**src/rtl/wcrd_pkg.sv**
```systemverilog
package wcrd_pkg;
  localparam int NUM_RATES = 6;
  localparam int CODE_W = 3;
  localparam logic [CODE_W-1:0] CODE_FALLBACK = 3'd1;
  localparam logic [CODE_W-1:0] CODE_NONE = 3'd7;

  function automatic longint rate_hz(input int idx);
    case (idx)
      0: return 64'd44100;
      1: return 64'd48000;
      2: return 64'd88200;
      3: return 64'd96000;
      4: return 64'd176400;
      default: return 64'd192000;
    endcase
  endfunction

  // smallest accepted period in reference cycles (rounded up)
  function automatic longint win_lo(input longint ref_hz, input int idx, input int tol_pct);
    longint den;
    den = 64'd100 * rate_hz(idx);
    return (ref_hz * longint'(100 - tol_pct) + den - 1) / den;
  endfunction

  // largest accepted period in reference cycles (rounded down)
  function automatic longint win_hi(input longint ref_hz, input int idx, input int tol_pct);
    return (ref_hz * longint'(100 + tol_pct)) / (64'd100 * rate_hz(idx));
  endfunction
endpackage

```
**src/rtl/wcrd_sync_edge.sv**
```systemverilog
module wcrd_sync_edge (
  input  logic clk,
  input  logic rst,
  input  logic async_i,
  output logic rise_o
);
  logic s1, s2, s3;

  always_ff @(posedge clk) begin
    if (rst) begin
      s1 <= 1'b0;
      s2 <= 1'b0;
      s3 <= 1'b0;
      rise_o <= 1'b0;
    end else begin
      s1 <= async_i;
      s2 <= s1;
      s3 <= s2;
      rise_o <= s2 & ~s3;
    end
  end


  rise_spacing_chk: assert property (@(posedge clk) disable iff (rst)
    rise_o |=> !rise_o);
endmodule

```
**src/rtl/wcrd_period_meter.sv**
```systemverilog
module wcrd_period_meter #(
  parameter int TIMEOUT = 1000,
  localparam int CNT_W = $clog2(TIMEOUT + 1)
) (
  input  logic             clk,
  input  logic             rst,
  input  logic             rise_i,
  output logic             meas_valid_o,
  output logic [CNT_W-1:0] meas_o,
  output logic             timeout_o
);
  logic [CNT_W-1:0] cnt;
  logic             armed;

  always_ff @(posedge clk) begin
    if (rst) begin
      cnt <= '0;
      armed <= 1'b0;
      meas_valid_o <= 1'b0;
      meas_o <= '0;
      timeout_o <= 1'b0;
    end else begin
      meas_valid_o <= 1'b0;
      timeout_o <= 1'b0;
      if (rise_i) begin
        if (armed) begin
          meas_valid_o <= 1'b1;
          meas_o <= cnt + 1'b1;
        end
        armed <= 1'b1;
        cnt <= '0;
      end else if (armed) begin
        if (cnt == CNT_W'(TIMEOUT - 1)) begin
          armed <= 1'b0;
          timeout_o <= 1'b1;
          cnt <= '0;
        end else begin
          cnt <= cnt + 1'b1;
        end
      end
    end
  end


  rearm_after_timeout_chk: assert property (@(posedge clk) disable iff (rst)
    timeout_o |=> !meas_valid_o);
endmodule

```
**src/rtl/wcrd_classifier.sv**
```systemverilog
module wcrd_classifier
  import wcrd_pkg::*;
#(
  parameter int REF_HZ = 125_000_000,
  parameter int TOL_PCT = 3,
  parameter int CNT_W = 12
) (
  input  logic              clk,
  input  logic              rst,
  input  logic              meas_valid_i,
  input  logic [CNT_W-1:0]  meas_i,
  output logic              cls_valid_o,
  output logic              cls_hit_o,
  output logic [CODE_W-1:0] cls_idx_o
);
  logic [NUM_RATES-1:0] in_win;
  logic [CODE_W-1:0]    hit_idx;

  for (genvar g = 0; g < NUM_RATES; g++) begin : g_win
    localparam logic [CNT_W-1:0] LO = CNT_W'(win_lo(longint'(REF_HZ), g, TOL_PCT));
    localparam logic [CNT_W-1:0] HI = CNT_W'(win_hi(longint'(REF_HZ), g, TOL_PCT));
    assign in_win[g] = (meas_i >= LO) && (meas_i <= HI);
  end

  always_comb begin
    hit_idx = '0;
    for (int i = 0; i < NUM_RATES; i++) begin
      if (in_win[i]) hit_idx = CODE_W'(i);
    end
  end

  always_ff @(posedge clk) begin
    if (rst) begin
      cls_valid_o <= 1'b0;
      cls_hit_o <= 1'b0;
      cls_idx_o <= '0;
    end else begin
      cls_valid_o <= meas_valid_i;
      if (meas_valid_i) begin
        cls_hit_o <= |in_win;
        cls_idx_o <= hit_idx;
      end
    end
  end


  disjoint_windows_chk: assert property (@(posedge clk) disable iff (rst)
    $onehot0(in_win));


  code_range_chk: assert property (@(posedge clk) disable iff (rst)
    meas_valid_i |=> cls_valid_o && (!cls_hit_o || cls_idx_o < CODE_W'(NUM_RATES)));
endmodule

```
**src/rtl/wcrd_lock_fsm.sv**
```systemverilog
module wcrd_lock_fsm
  import wcrd_pkg::*;
#(
  parameter int LOCK_N = 4,
  parameter int DROP_N = 2,
  localparam int LOCK_W = $clog2(LOCK_N + 1),
  localparam int DROP_W = $clog2(DROP_N + 1)
) (
  input  logic              clk,
  input  logic              rst,
  input  logic              cls_valid_i,
  input  logic              cls_hit_i,
  input  logic [CODE_W-1:0] cls_idx_i,
  input  logic              timeout_i,
  output logic              locked_o,
  output logic [CODE_W-1:0] cand_o
);
  logic [LOCK_W-1:0] good_cnt;
  logic [DROP_W-1:0] bad_cnt;
  logic              match;

  assign match = cls_hit_i && (cls_idx_i == cand_o);

  always_ff @(posedge clk) begin
    if (rst) begin
      locked_o <= 1'b0;
      cand_o <= CODE_FALLBACK;
      good_cnt <= '0;
      bad_cnt <= '0;
    end else if (timeout_i) begin
      locked_o <= 1'b0;
      good_cnt <= '0;
      bad_cnt <= '0;
    end else if (cls_valid_i) begin
      if (!locked_o) begin
        if (cls_hit_i && (match || good_cnt == '0)) begin
          cand_o <= cls_idx_i;
          if (good_cnt == LOCK_W'(LOCK_N - 1)) begin
            locked_o <= 1'b1;
            good_cnt <= '0;
            bad_cnt <= '0;
          end else begin
            good_cnt <= good_cnt + 1'b1;
          end
        end else if (cls_hit_i) begin
          cand_o <= cls_idx_i;
          good_cnt <= LOCK_W'(1);
        end else begin
          good_cnt <= '0;
        end
      end else begin
        if (match) begin
          bad_cnt <= '0;
        end else if (bad_cnt == DROP_W'(DROP_N - 1)) begin
          locked_o <= 1'b0;
          bad_cnt <= '0;
          good_cnt <= '0;
        end else begin
          bad_cnt <= bad_cnt + 1'b1;
        end
      end
    end
  end


  timeout_unlock_chk: assert property (@(posedge clk) disable iff (rst)
    timeout_i |=> !locked_o);


  lock_on_match_chk: assert property (@(posedge clk) disable iff (rst)
    $rose(locked_o) |-> $past(cls_valid_i && cls_hit_i) && cand_o == $past(cls_idx_i));


  drop_cause_chk: assert property (@(posedge clk) disable iff (rst)
    $fell(locked_o) |-> $past(timeout_i || (cls_valid_i && !(cls_hit_i && cls_idx_i == cand_o))));


  cand_hold_chk: assert property (@(posedge clk) disable iff (rst)
    locked_o && $past(locked_o) |-> $stable(cand_o));
endmodule

```
**src/rtl/wclk_rate_detect.sv**
```systemverilog
module wclk_rate_detect
  import wcrd_pkg::*;
#(
  parameter int REF_HZ = 125_000_000,
  parameter int TOL_PCT = 3,
  parameter int LOCK_N = 4,
  parameter int DROP_N = 2,
  localparam int TIMEOUT = int'((win_hi(longint'(REF_HZ), 0, TOL_PCT) * 5) / 4),
  localparam int CNT_W = $clog2(TIMEOUT + 1)
) (
  input  logic        clk,
  input  logic        rst,
  input  logic        wclk_i,
  output logic        lock_o,
  output logic        led_red_o,
  output logic [2:0]  det_rate_o,
  output logic [2:0]  out_rate_o,
  output logic        mute_o
);
  logic              rise;
  logic              meas_valid;
  logic [CNT_W-1:0]  meas;
  logic              timeout;
  logic              cls_valid;
  logic              cls_hit;
  logic [CODE_W-1:0] cls_idx;
  logic              locked;
  logic [CODE_W-1:0] cand;

  wcrd_sync_edge u_sync (
    .clk(clk), .rst(rst), .async_i(wclk_i), .rise_o(rise)
  );

  wcrd_period_meter #(.TIMEOUT(TIMEOUT)) u_meter (
    .clk(clk), .rst(rst), .rise_i(rise),
    .meas_valid_o(meas_valid), .meas_o(meas), .timeout_o(timeout)
  );

  wcrd_classifier #(.REF_HZ(REF_HZ), .TOL_PCT(TOL_PCT), .CNT_W(CNT_W)) u_cls (
    .clk(clk), .rst(rst), .meas_valid_i(meas_valid), .meas_i(meas),
    .cls_valid_o(cls_valid), .cls_hit_o(cls_hit), .cls_idx_o(cls_idx)
  );

  wcrd_lock_fsm #(.LOCK_N(LOCK_N), .DROP_N(DROP_N)) u_fsm (
    .clk(clk), .rst(rst), .cls_valid_i(cls_valid), .cls_hit_i(cls_hit),
    .cls_idx_i(cls_idx), .timeout_i(timeout), .locked_o(locked), .cand_o(cand)
  );

  always_ff @(posedge clk) begin
    if (rst) begin
      lock_o <= 1'b0;
      led_red_o <= 1'b1;
      det_rate_o <= CODE_NONE;
      out_rate_o <= CODE_FALLBACK;
      mute_o <= 1'b1;
    end else begin
      lock_o <= locked;
      led_red_o <= ~locked;
      det_rate_o <= locked ? cand : CODE_NONE;
      out_rate_o <= locked ? cand : CODE_FALLBACK;
      mute_o <= ~locked;
    end
  end


  fallback_outputs_chk: assert property (@(posedge clk) disable iff (rst)
    !lock_o |-> mute_o && led_red_o && out_rate_o == CODE_FALLBACK && det_rate_o == CODE_NONE);


  det_rate_stable_chk: assert property (@(posedge clk) disable iff (rst)
    lock_o && $past(lock_o) |-> $stable(det_rate_o));
endmodule

```
**config.mk**
```make
export PLATFORM = sky130hd
export DESIGN_NAME = wclk_rate_detect
export DESIGN_NICKNAME = d
export VERILOG_FILES = /design/src/rtl/wcrd_pkg.sv /design/src/rtl/wcrd_sync_edge.sv /design/src/rtl/wcrd_period_meter.sv /design/src/rtl/wcrd_classifier.sv /design/src/rtl/wcrd_lock_fsm.sv /design/src/rtl/wclk_rate_detect.sv
export SDC_FILE = /design/constraint.sdc
export NUM_CORES = 1
export LEC_CHECK = 0
export ABC_AREA = 1
export BUFFER_PORTS_ARGS = -buffer_cell sky130_fd_sc_hd__buf_4
export CAP_MARGIN = 10
export CELL_PAD_IN_SITES_DETAIL_PLACEMENT = 0
export CELL_PAD_IN_SITES_GLOBAL_PLACEMENT = 1
export CORE_UTILIZATION = 44
export DETAILED_ROUTE_END_ITERATION = 10
export PLACE_DENSITY_LB_ADDON = 0.08
export SKIP_CTS_REPAIR_TIMING = 1
export SLEW_MARGIN = 20
export SYNTH_ARGS = -nofsm -noshare
export SYNTH_HDL_FRONTEND = slang
export SYNTH_SLANG_ARGS = --single-unit
```
**constraint.sdc**
```tcl
create_clock -name clk -period 2 [get_ports clk]
set_clock_uncertainty 0.2 [all_clocks]
set_input_delay 0.2 -clock clk [delete_from_list [all_inputs] [get_ports clk]]
set_output_delay 0.2 -clock clk [all_outputs]
set_load 0.05 [all_outputs]
```
==> results of run 1 <==
[flip-flops by register name (all words and copies together) (netlist names), 2 cells and up]
name	count
u_meter.cnt	12
u_meter.meas_o	12
det_rate_o	3
u_cls.cls_idx_o	3
u_fsm.cand_o	3
u_fsm.good_cnt	3
out_rate_o	2
u_fsm.bad_cnt	2
[synthesized netlist by cell type, drive strengths merged]
| cell type | count | area (um2) |
|---|---|---|
| a21oi | 31 | 158.9 |
| ha | 3 | 37.54 |
| buf | 6 | 41.28 |
| nor4 | 1 | 6.260 |
| nor3 | 9 | 67.56 |
| or2 | 1 | 6.260 |
| nand3 | 30 | 160.2 |
| xor2 | 6 | 52.55 |
| a211oi | 3 | 22.52 |
| nor2 | 53 | 198.9 |
| dfxtp | 52 | 1041 |
| clkbuf | 5 | 28.77 |
| nand2 | 93 | 356.6 |
| clkinv | 1 | 3.750 |
| o211ai | 2 | 15.01 |
| o21bai | 1 | 7.510 |
| nand4 | 8 | 50.05 |
| a22oi | 1 | 7.510 |
| inv | 60 | 225.2 |
| xnor2 | 3 | 33.79 |
| o21ai | 20 | 100.1 |
| nand3b | 1 | 7.510 |
[stage by stage]
stage               power (mW)  hold WS [ns]  util [%]  setup WS, ns
floorplan                1.102        0.1070         -        0.3713
global placement         1.114        0.1772     48.95        0.2896
detailed placement       1.114        0.1841     48.95        0.2521
CTS                      1.748       -0.1122     50.65        0.2265
global route             1.802        0.2304     51.01       0.04642
finish                   1.718        0.1946     51.01        0.2329
[final cells by class]
type	count	area, um2	share of cell area (%)
multi-input combinational	266	1289	44.78
sequential	52	1041	36.17
inverter	61	229.0	7.957
timing repair buffer	17	132.6	4.609
tap	72	90.09	3.130
clock buffer	5	68.82	2.391
clock inverter	3	27.53	0.9565
[power groups by stage]
stage          sequential (mW)  combinational (mW)  clock (mW)
2_1_floorplan             1.07              0.0339           0
3_3_place_gp              1.07              0.0443           0
3_5_place_dp              1.07              0.0446           0
4_1_cts                   1.05              0.0448       0.657
5_1_grt                   1.05              0.0535       0.701
6_report                  1.05              0.0464       0.626
[layer usage]
layer	part of all wire (%)	routed length (um)
met2	44	2505
met4	1.6	90
met3	3.0	173
met5	0	0
met1	51	2937
[kinds of logic after synthesis]
kind of cell | count (synthesis) | share of synthesized area, %
flops | 52 | 39.60
xor+xnor | 9 | 3.284
buf+inv | 72 | 11.37
compound gates | 58 | 11.85
simple gates | 196 | 32.46
fa+ha+maj | 3 | 1.428
[worst max-delay path by stage]
stage                                 from                              end  slack [ns]
2_1_floorplan  u_meter.cnt[0]$_SDFFE_PP0P_  u_meter.meas_o[10]$_SDFFE_PP0P_        0.37
3_3_place_gp   u_meter.cnt[0]$_SDFFE_PP0P_  u_meter.meas_o[10]$_SDFFE_PP0P_        0.29
3_5_place_dp   u_meter.cnt[0]$_SDFFE_PP0P_      u_meter.cnt[5]$_SDFFE_PP0P_        0.25
4_1_cts        u_meter.cnt[0]$_SDFFE_PP0P_  u_meter.meas_o[10]$_SDFFE_PP0P_        0.23
5_1_grt        u_meter.cnt[0]$_SDFFE_PP0P_  u_meter.meas_o[10]$_SDFFE_PP0P_        0.05
6_report       u_meter.cnt[0]$_SDFFE_PP0P_  u_meter.meas_o[10]$_SDFFE_PP0P_        0.23
[worst max-delay path: stages (launching register included)]
cell	delay, ns
dfxtp_1	0.41
ha_1	0.23
nand2_2	0.09
nor3_4	0.26
nand3_2	0.13
xnor2_2	0.16
o21ai_0	0.15
inv_1	0.05
==> results.cfg, run 1 <==
[place]
port_buffers = 11
place_area_mm2 = 0.002761
dp_hpwl_um = 4315
gp_congestion = 0.8428
dpl.cell_count = 466

[worst_setup_path]
worstPathArrival_ns = 1.77
crit_fanout = 5
r2r-start = u_meter.cnt[0]$_SDFFE_PP0P_
crit_type = reg2reg
rr_worst_depth = 7
cp-start-kind = flop
r2r_end = u_meter.meas_o[10]$_SDFFE_PP0P_
crit_path_end_kind = flop
critPathRequiredTime_ns = 2.01
r2r_slack_ns = 0.23

[sta]
period_share_pct = 88.35
maxSlewHeadroom_pct = 75.15
hold_viol = 0
tightest_slew_ns = 0.3718
rsz0062_at_grt = no
setup_viol_count_final = 0
finalMaxSlewViolations = 0
fin_tns_setup_ns = 0
fmax_mhz = 565.9
period_needed_ns = 1.767

[worst_hold_path]
hold_path_depth = 1
worstHoldStart = u_sync.s3$_SDFF_PP0_
whs_endpoint = u_sync.rise_o$_SDFF_PP0_
hp-class = reg2reg

[floorplanning]
fp.dieW_um = 79.30
start_util_pct = 46.60
die_y_um = 79.30
die_area_mm2 = 0.006288
rows = 27
io_pins = 12
core_mm2 = 0.005642

[layout]
design_area_mm2 = 0.002878
fillers = 588
diodes = 0
nets = 409
final_cells = 476
areaGrowthSynthToFinish_pct = 9.472
drive_gt1_share_pct = 8.416
final_cell_mix = nand2_1, inv_1, nor2_1, dfxtp_1, a21oi_1
final_common_cell = nand2_1

[cts]
cts_root_buf = clkbuf_8
cts_buffers = 5
cts_tree = yes
clk_latency_ns = 0.31
htree_levels = 2
clk_pin_slew_worst_paths_ns = 0.10
clock_path_buffers = 2
numClockSinks = 52

[yosys]
syn_nets = 396
yosysSeqAreaShare_pct = 39.60
ys_types = 32
yosysWarnings = 0
syn_avg_cell_area_um2 = 6.740
ys_seq_elements = 52
netlist_instances = 390
netlist_area_mm2 = 0.002629

[global_routing]
grt_pass1_wl_um = 10100
busiest_layer = met2
use_met2_pct = 33.28
grt_max_degree = 19
grt_use_met3_pct = 3.563
overflow = 0
track_usage_pct = 20.49
grtUsageMet1_pct = 27.16
grt_pass1_vias = 2252
antenna_found_initial = 0

[pwr]
power.leakage_nw = 1.266
power_frac_seq_pct = 60.9
clockPowerShare_pct = 36.4
power.net_switching_uw = 404.0
p_int_mw = 1.314
combPwrFrac_pct = 2.7
ir_drop_mv = 0.4082
power.density_mw_per_mm2 = 597.0
sw_frac_of_total_pct = 23.51

[drt]
wl_per_cell_um = 11.99
num_vias = 2346
routed_wl_um = 5706
initialDrtViolationCount = 111
ant_nets = 0
drtPass1Iterations = 4
vias_per_cell = 4.929
drc = 0

[outcome]
status = complete, no violations

[job]
maxCapViolations = 0
Note: power is estimated with default switching activity, not from simulation.
==> inputs of run 2 (changes only) <==
==> constraint.sdc (replaced) <==
create_clock -name clk -period 2 [get_ports clk]
set_clock_uncertainty 0.2 [all_clocks]
set_input_delay 0.4 -clock clk [delete_from_list [all_inputs] [get_ports clk]]
set_output_delay 0.4 -clock clk [all_outputs]
set_load 0.05 [all_outputs]
==> results.cfg, run 2 (same netlist as run 1, synthesis figures left out) <==
[sta]
period_needed_ns = 1.808
rsz0062_at_grt = no
hold_viol = 0
maxSlewHeadroom_pct = 76.22
fmax_mhz = 553.1
tightest_slew_ns = 0.3553
setup_ws_ns = 0.1921
setup_viol_count_final = 0
finalMaxSlewViolations = 0
period_share_pct = 90.40
fin_tns_setup_ns = 0

[cts]
cts_root_buf = clkbuf_8
clk_pin_slew_worst_paths_ns = 0.10
htree_levels = 2
numClockSinks = 52
cts_buffers = 5
clk_latency_ns = 0.31
cts_tree = yes
clock_path_buffers = 2

[pwr]
power.density_mw_per_mm2 = 601.9
ir_drop_mv = 0.3091
power_mw = 1.714
power.leakage_nw = 1.251

[worst_setup_path]
crit_type = reg2reg
crit_fanout = 5
crit_path_end_kind = flop
critPathRequiredTime_ns = 2.00
worstPathArrival_ns = 1.81
cp-start-kind = flop

[drt]
drc = 0
initialDrtViolationCount = 145
routed_wl_um = 5613
ant_nets = 0
drtPass1Iterations = 5
vias_per_cell = 5.002
wl_per_cell_um = 11.87
num_vias = 2366

[floorplanning]
fp.dieW_um = 79.30
die_area_mm2 = 0.006288
rows = 27
die_y_um = 79.30
io_pins = 12
core_mm2 = 0.005642
start_util_pct = 46.60

[global_routing]
grt_pass1_wl_um = 9680
track_usage_pct = 19.69
grt_max_degree = 19
overflow = 0
antenna_found_initial = 0
grt_pass1_vias = 2074

[place]
gp_congestion = 0.8390
pre_cts_slack_ns = 0.2323
port_buffers = 11
dpl.cell_count = 465
dp_hpwl_um = 4222

[layout]
final_cell_mix = nand2_1, inv_1, nor2_1, dfxtp_1, a21oi_1
final_cells = 473
reg_top3 = u_meter.cnt x12, u_meter.meas_o x12
areaGrowthSynthToFinish_pct = 8.329
final_common_cell = nand2_1
final_util_pct = 50.48
nets = 406
drive_gt1_share_pct = 8.229
fillers = 579
diodes = 0

[outcome]
status = complete, no violations

[worst_hold_path]
hp-class = in2reg

[job]
maxCapViolations = 0
-- run 2: power by group --
part	total (mW)	internal (mW)	switching, mW
logic	0.0428	0.0129	0.0299
clock network	0.625	0.256	0.369
registers	1.05	1.04	0.00564
-- run 2: worst paths after layout --
check	cells past startpoint	from	endpoint	slack [ns]
setup / recovery	7	u_meter.cnt[0]$_SDFFE_PP0P_	u_meter.meas_o[10]$_SDFFE_PP0P_	0.19
hold / removal	3	wclk_i	u_sync.s1$_SDFF_PP0_	0.09
setup reg to reg	7	u_meter.cnt[0]$_SDFFE_PP0P_	u_meter.meas_o[10]$_SDFFE_PP0P_	0.19
hold reg to reg	1	u_sync.s3$_SDFF_PP0_	u_sync.rise_o$_SDFF_PP0_	0.18
-- run 2: per-layer routing --
metal | up-vias | wire, um | global-route usage, %
met5 | - | 0 | 0
met4 | 0 | 83 | 7.273
met3 | 8 | 210 | 3.333
met2 | 54 | 2376 | 29.91
met1 | 1052 | 2943 | 27.75
li1 | 1252 | - | -
-- run 2: critical path, cell delays in order, from the launching register on --
cell,delay (ns)
dfxtp_1,0.41
ha_1,0.23
nand2_2,0.09
nor3_4,0.27
nand3_2,0.13
xnor2_2,0.16
o21ai_0,0.15
inv_1,0.07
-- run 2: final cells by class --
cell class                 count  area [um2]  share of cell area, %
inverter                      61       229.0                  8.040
clock inverter                 3       25.02                 0.8787
clock buffer                   5       68.82                  2.417
tap                           72       90.09                  3.163
sequential                    52        1041                  36.56
multi-input combinational    266        1289                  45.25
timing repair buffer          14       105.1                  3.691
-- run 2: metrics by stage --
step                      hold slack, ns  area [um2]
after floorplan                   0.1728        2629
after global routing              0.1065        2848
after detailed placement          0.1891        2754
after global placement            0.1771        2754
after CTS                        0.08491        2848
final                            0.09287        2848
==> inputs of run 3 (changes only) <==
CORE_UTILIZATION = 43   (was 44)
SYNTH_HIERARCHICAL = 1   (was not set)
==> results.cfg, run 3 <==
[outcome]
status = complete, no violations

[yosys]
ys_seq_elements = 52
synth_edf_count = 0
ys_types = 34
syn_avg_cell_area_um2 = 6.546
synth_flop_cell = dfxtp_1
syn_nets = 420
yosysWarnings = 6
synth_top_area_share_pct = 38.41
yosysTopAreaCell = dfxtp_1
netlist_area_mm2 = 0.002710
synth_area_leaders = dfxtp_1, nand2_1, nor2_1
ys_top_cells_by_count = nand2_1, nor2_1, inv_1
synthArstFlopShare_pct = 0
netlist_instances = 414
post-synth-top-count-cell = nand2_1
yosysSeqAreaShare_pct = 38.41

[layout]
design_area_mm2 = 0.002963
layout.area.seq_mm2 = 0.001041
diodes = 0
nets = 434
fillers = 632
final_cells = 504
reg_top3 = u_meter/cnt x12, u_meter/meas_o x12
final_common_cell = nand2_1
drive_gt1_share_pct = 12.59
areaGrowthSynthToFinish_pct = 9.326
final_cell_mix = nand2_1, nor2_1, inv_1, dfxtp_1, nand3_1
multi_input_area_mm2 = 0.001383
final_util_pct = 49.46

[pwr]
combPwrFrac_pct = 2.7
p_int_mw = 1.311
sw_frac_of_total_pct = 24.12
power.net_switching_uw = 416.6
power.density_mw_per_mm2 = 582.9
ir_drop_mv = 0.3398
power_frac_seq_pct = 60.6
clockPowerShare_pct = 36.7
power.leakage_nw = 1.280
power_mw = 1.727

[sta]
finalMaxSlewViolations = 0
maxSlewHeadroom_pct = 70.57
fmax_mhz = 580.6
setup_ws_ns = 0.2777
fin_hold_ws_ns = 0.09212
hold_viol = 0
tightest_slew_ns = 0.4409
rsz0062_at_grt = no
period_needed_ns = 1.722
fin_tns_setup_ns = 0
setup_viol_count_final = 0
period_share_pct = 86.11

[worst_setup_path]
slowest_stage = dfxtp_1
cp-start-kind = flop
rr_worst_depth = 8
r2r-start = u_meter/cnt[0]$_SDFFE_PP0P_
r2r_end = u_meter/cnt[11]$_SDFFE_PP0P_
cpPeakStageDelay_ns = 0.46
crit_path_frequent_cell = nand2_1
worstPathArrival_ns = 1.70
r2r_slack_ns = 0.28
crit_path_end_kind = flop
crit_type = reg2reg
path_cells = ha_1, nand2_2, nor2_1, nand3_1, nand2_1, inv_2, nand2_1, a21oi_1
crit_fanout = 8
critPathRequiredTime_ns = 1.98

[place]
place_area_mm2 = 0.002867
dp_hpwl_um = 4439
port_buffers = 11
gp_congestion = 0.8662
pre_cts_slack_ns = 0.3042
dpl.cell_count = 496

[worst_hold_path]
worstHoldStart = wclk_i
whs_endpoint = u_sync/s1$_SDFF_PP0_
hp-class = in2reg
hold_path_depth = 3

[drt]
initialDrtViolationCount = 123
wl_per_cell_um = 11.54
drtPass1Iterations = 5
routed_wl_um = 5817
drc = 0
vias_per_cell = 4.825
ant_nets = 0
num_vias = 2432

[floorplanning]
core_mm2 = 0.005991
die_y_um = 81.39
io_pins = 12
fp.dieW_um = 81.39
rows = 28
die_area_mm2 = 0.006624
start_util_pct = 45.24

[global_routing]
grt_max_degree = 22
grt_pass1_vias = 2280
overflow = 0
grt_pass1_wl_um = 10200
antenna_found_initial = 0
track_usage_pct = 19.90

[cts]
numClockSinks = 52
clk_latency_ns = 0.31
clock_path_buffers = 2
cts_root_buf = clkbuf_8
cts_buffers = 5
htree_levels = 2
clk_pin_slew_worst_paths_ns = 0.10
cts_tree = yes

[job]
maxCapViolations = 0
[run 3: worst max-delay path by stage]
stage / from / to / slack [ns] / cells after the start
after floorplan: mute_o$_SDFF_PP1_ / mute_o / 0.51 / 1
after global placement: u_meter/cnt[0]$_SDFFE_PP0P_ / u_meter/cnt[6]$_SDFFE_PP0P_ / 0.32 / 8
after detailed placement: u_meter/cnt[0]$_SDFFE_PP0P_ / u_meter/cnt[9]$_SDFFE_PP0P_ / 0.30 / 8
after CTS: u_meter/cnt[0]$_SDFFE_PP0P_ / u_meter/cnt[11]$_SDFFE_PP0P_ / 0.29 / 8
after global routing: u_meter/cnt[0]$_SDFFE_PP0P_ / u_meter/cnt[9]$_SDFFE_PP0P_ / 0.17 / 8
final: u_meter/cnt[0]$_SDFFE_PP0P_ / u_meter/cnt[11]$_SDFFE_PP0P_ / 0.28 / 8
[run 3: power by group through the flow]
stage,combinational (mW),clock [mW],sequential [mW]
detailed placement,0.0464,0,1.07
global route,0.0529,0.700,1.05
floorplan,0.0292,0,1.07
finish,0.0466,0.635,1.05
CTS,0.0467,0.661,1.05
global placement,0.0469,0,1.07
[run 3: area by class of cell]
cell class,count,area share [%]
Multi-Input combinational cell,291,46.66
Sequential cell,52,35.14
Inverter,63,7.981
Timing Repair Buffer,15,3.801
Tap cell,75,3.167
Clock buffer,5,2.323
Clock inverter,3,0.9291
[run 3: worst max-delay path, delay by kind of cell, from the launching register on]
kind	cells	cell delay [ns]
compound gates	1	0.05
fa+ha+maj	1	0.24
buf+inv	1	0.10
flops	1	0.46
simple gates	5	0.56
[run 3: layer usage]
layer	routed length (um)	vias up	part of all wire (%)	global-route usage (%)
met5	0	-	0	0
met2	2621	45	45	32.42
met1	2893	1067	50	26.61
met3	227	8	3.9	3.483
li1	-	1312	-	-
met4	74	0	1.3	5.893
[run 3: cells by family after synthesis]
kind of cell | Yosys count | share of synthesized area, %
DFF | 52 | 38.41
adders and majority gates | 3 | 1.385
buffers and inverters | 71 | 10.57
AOI/OAI and AO/OA | 50 | 9.973
xor gates and xnor gates | 6 | 1.939
and+or+nand+nor | 232 | 37.72
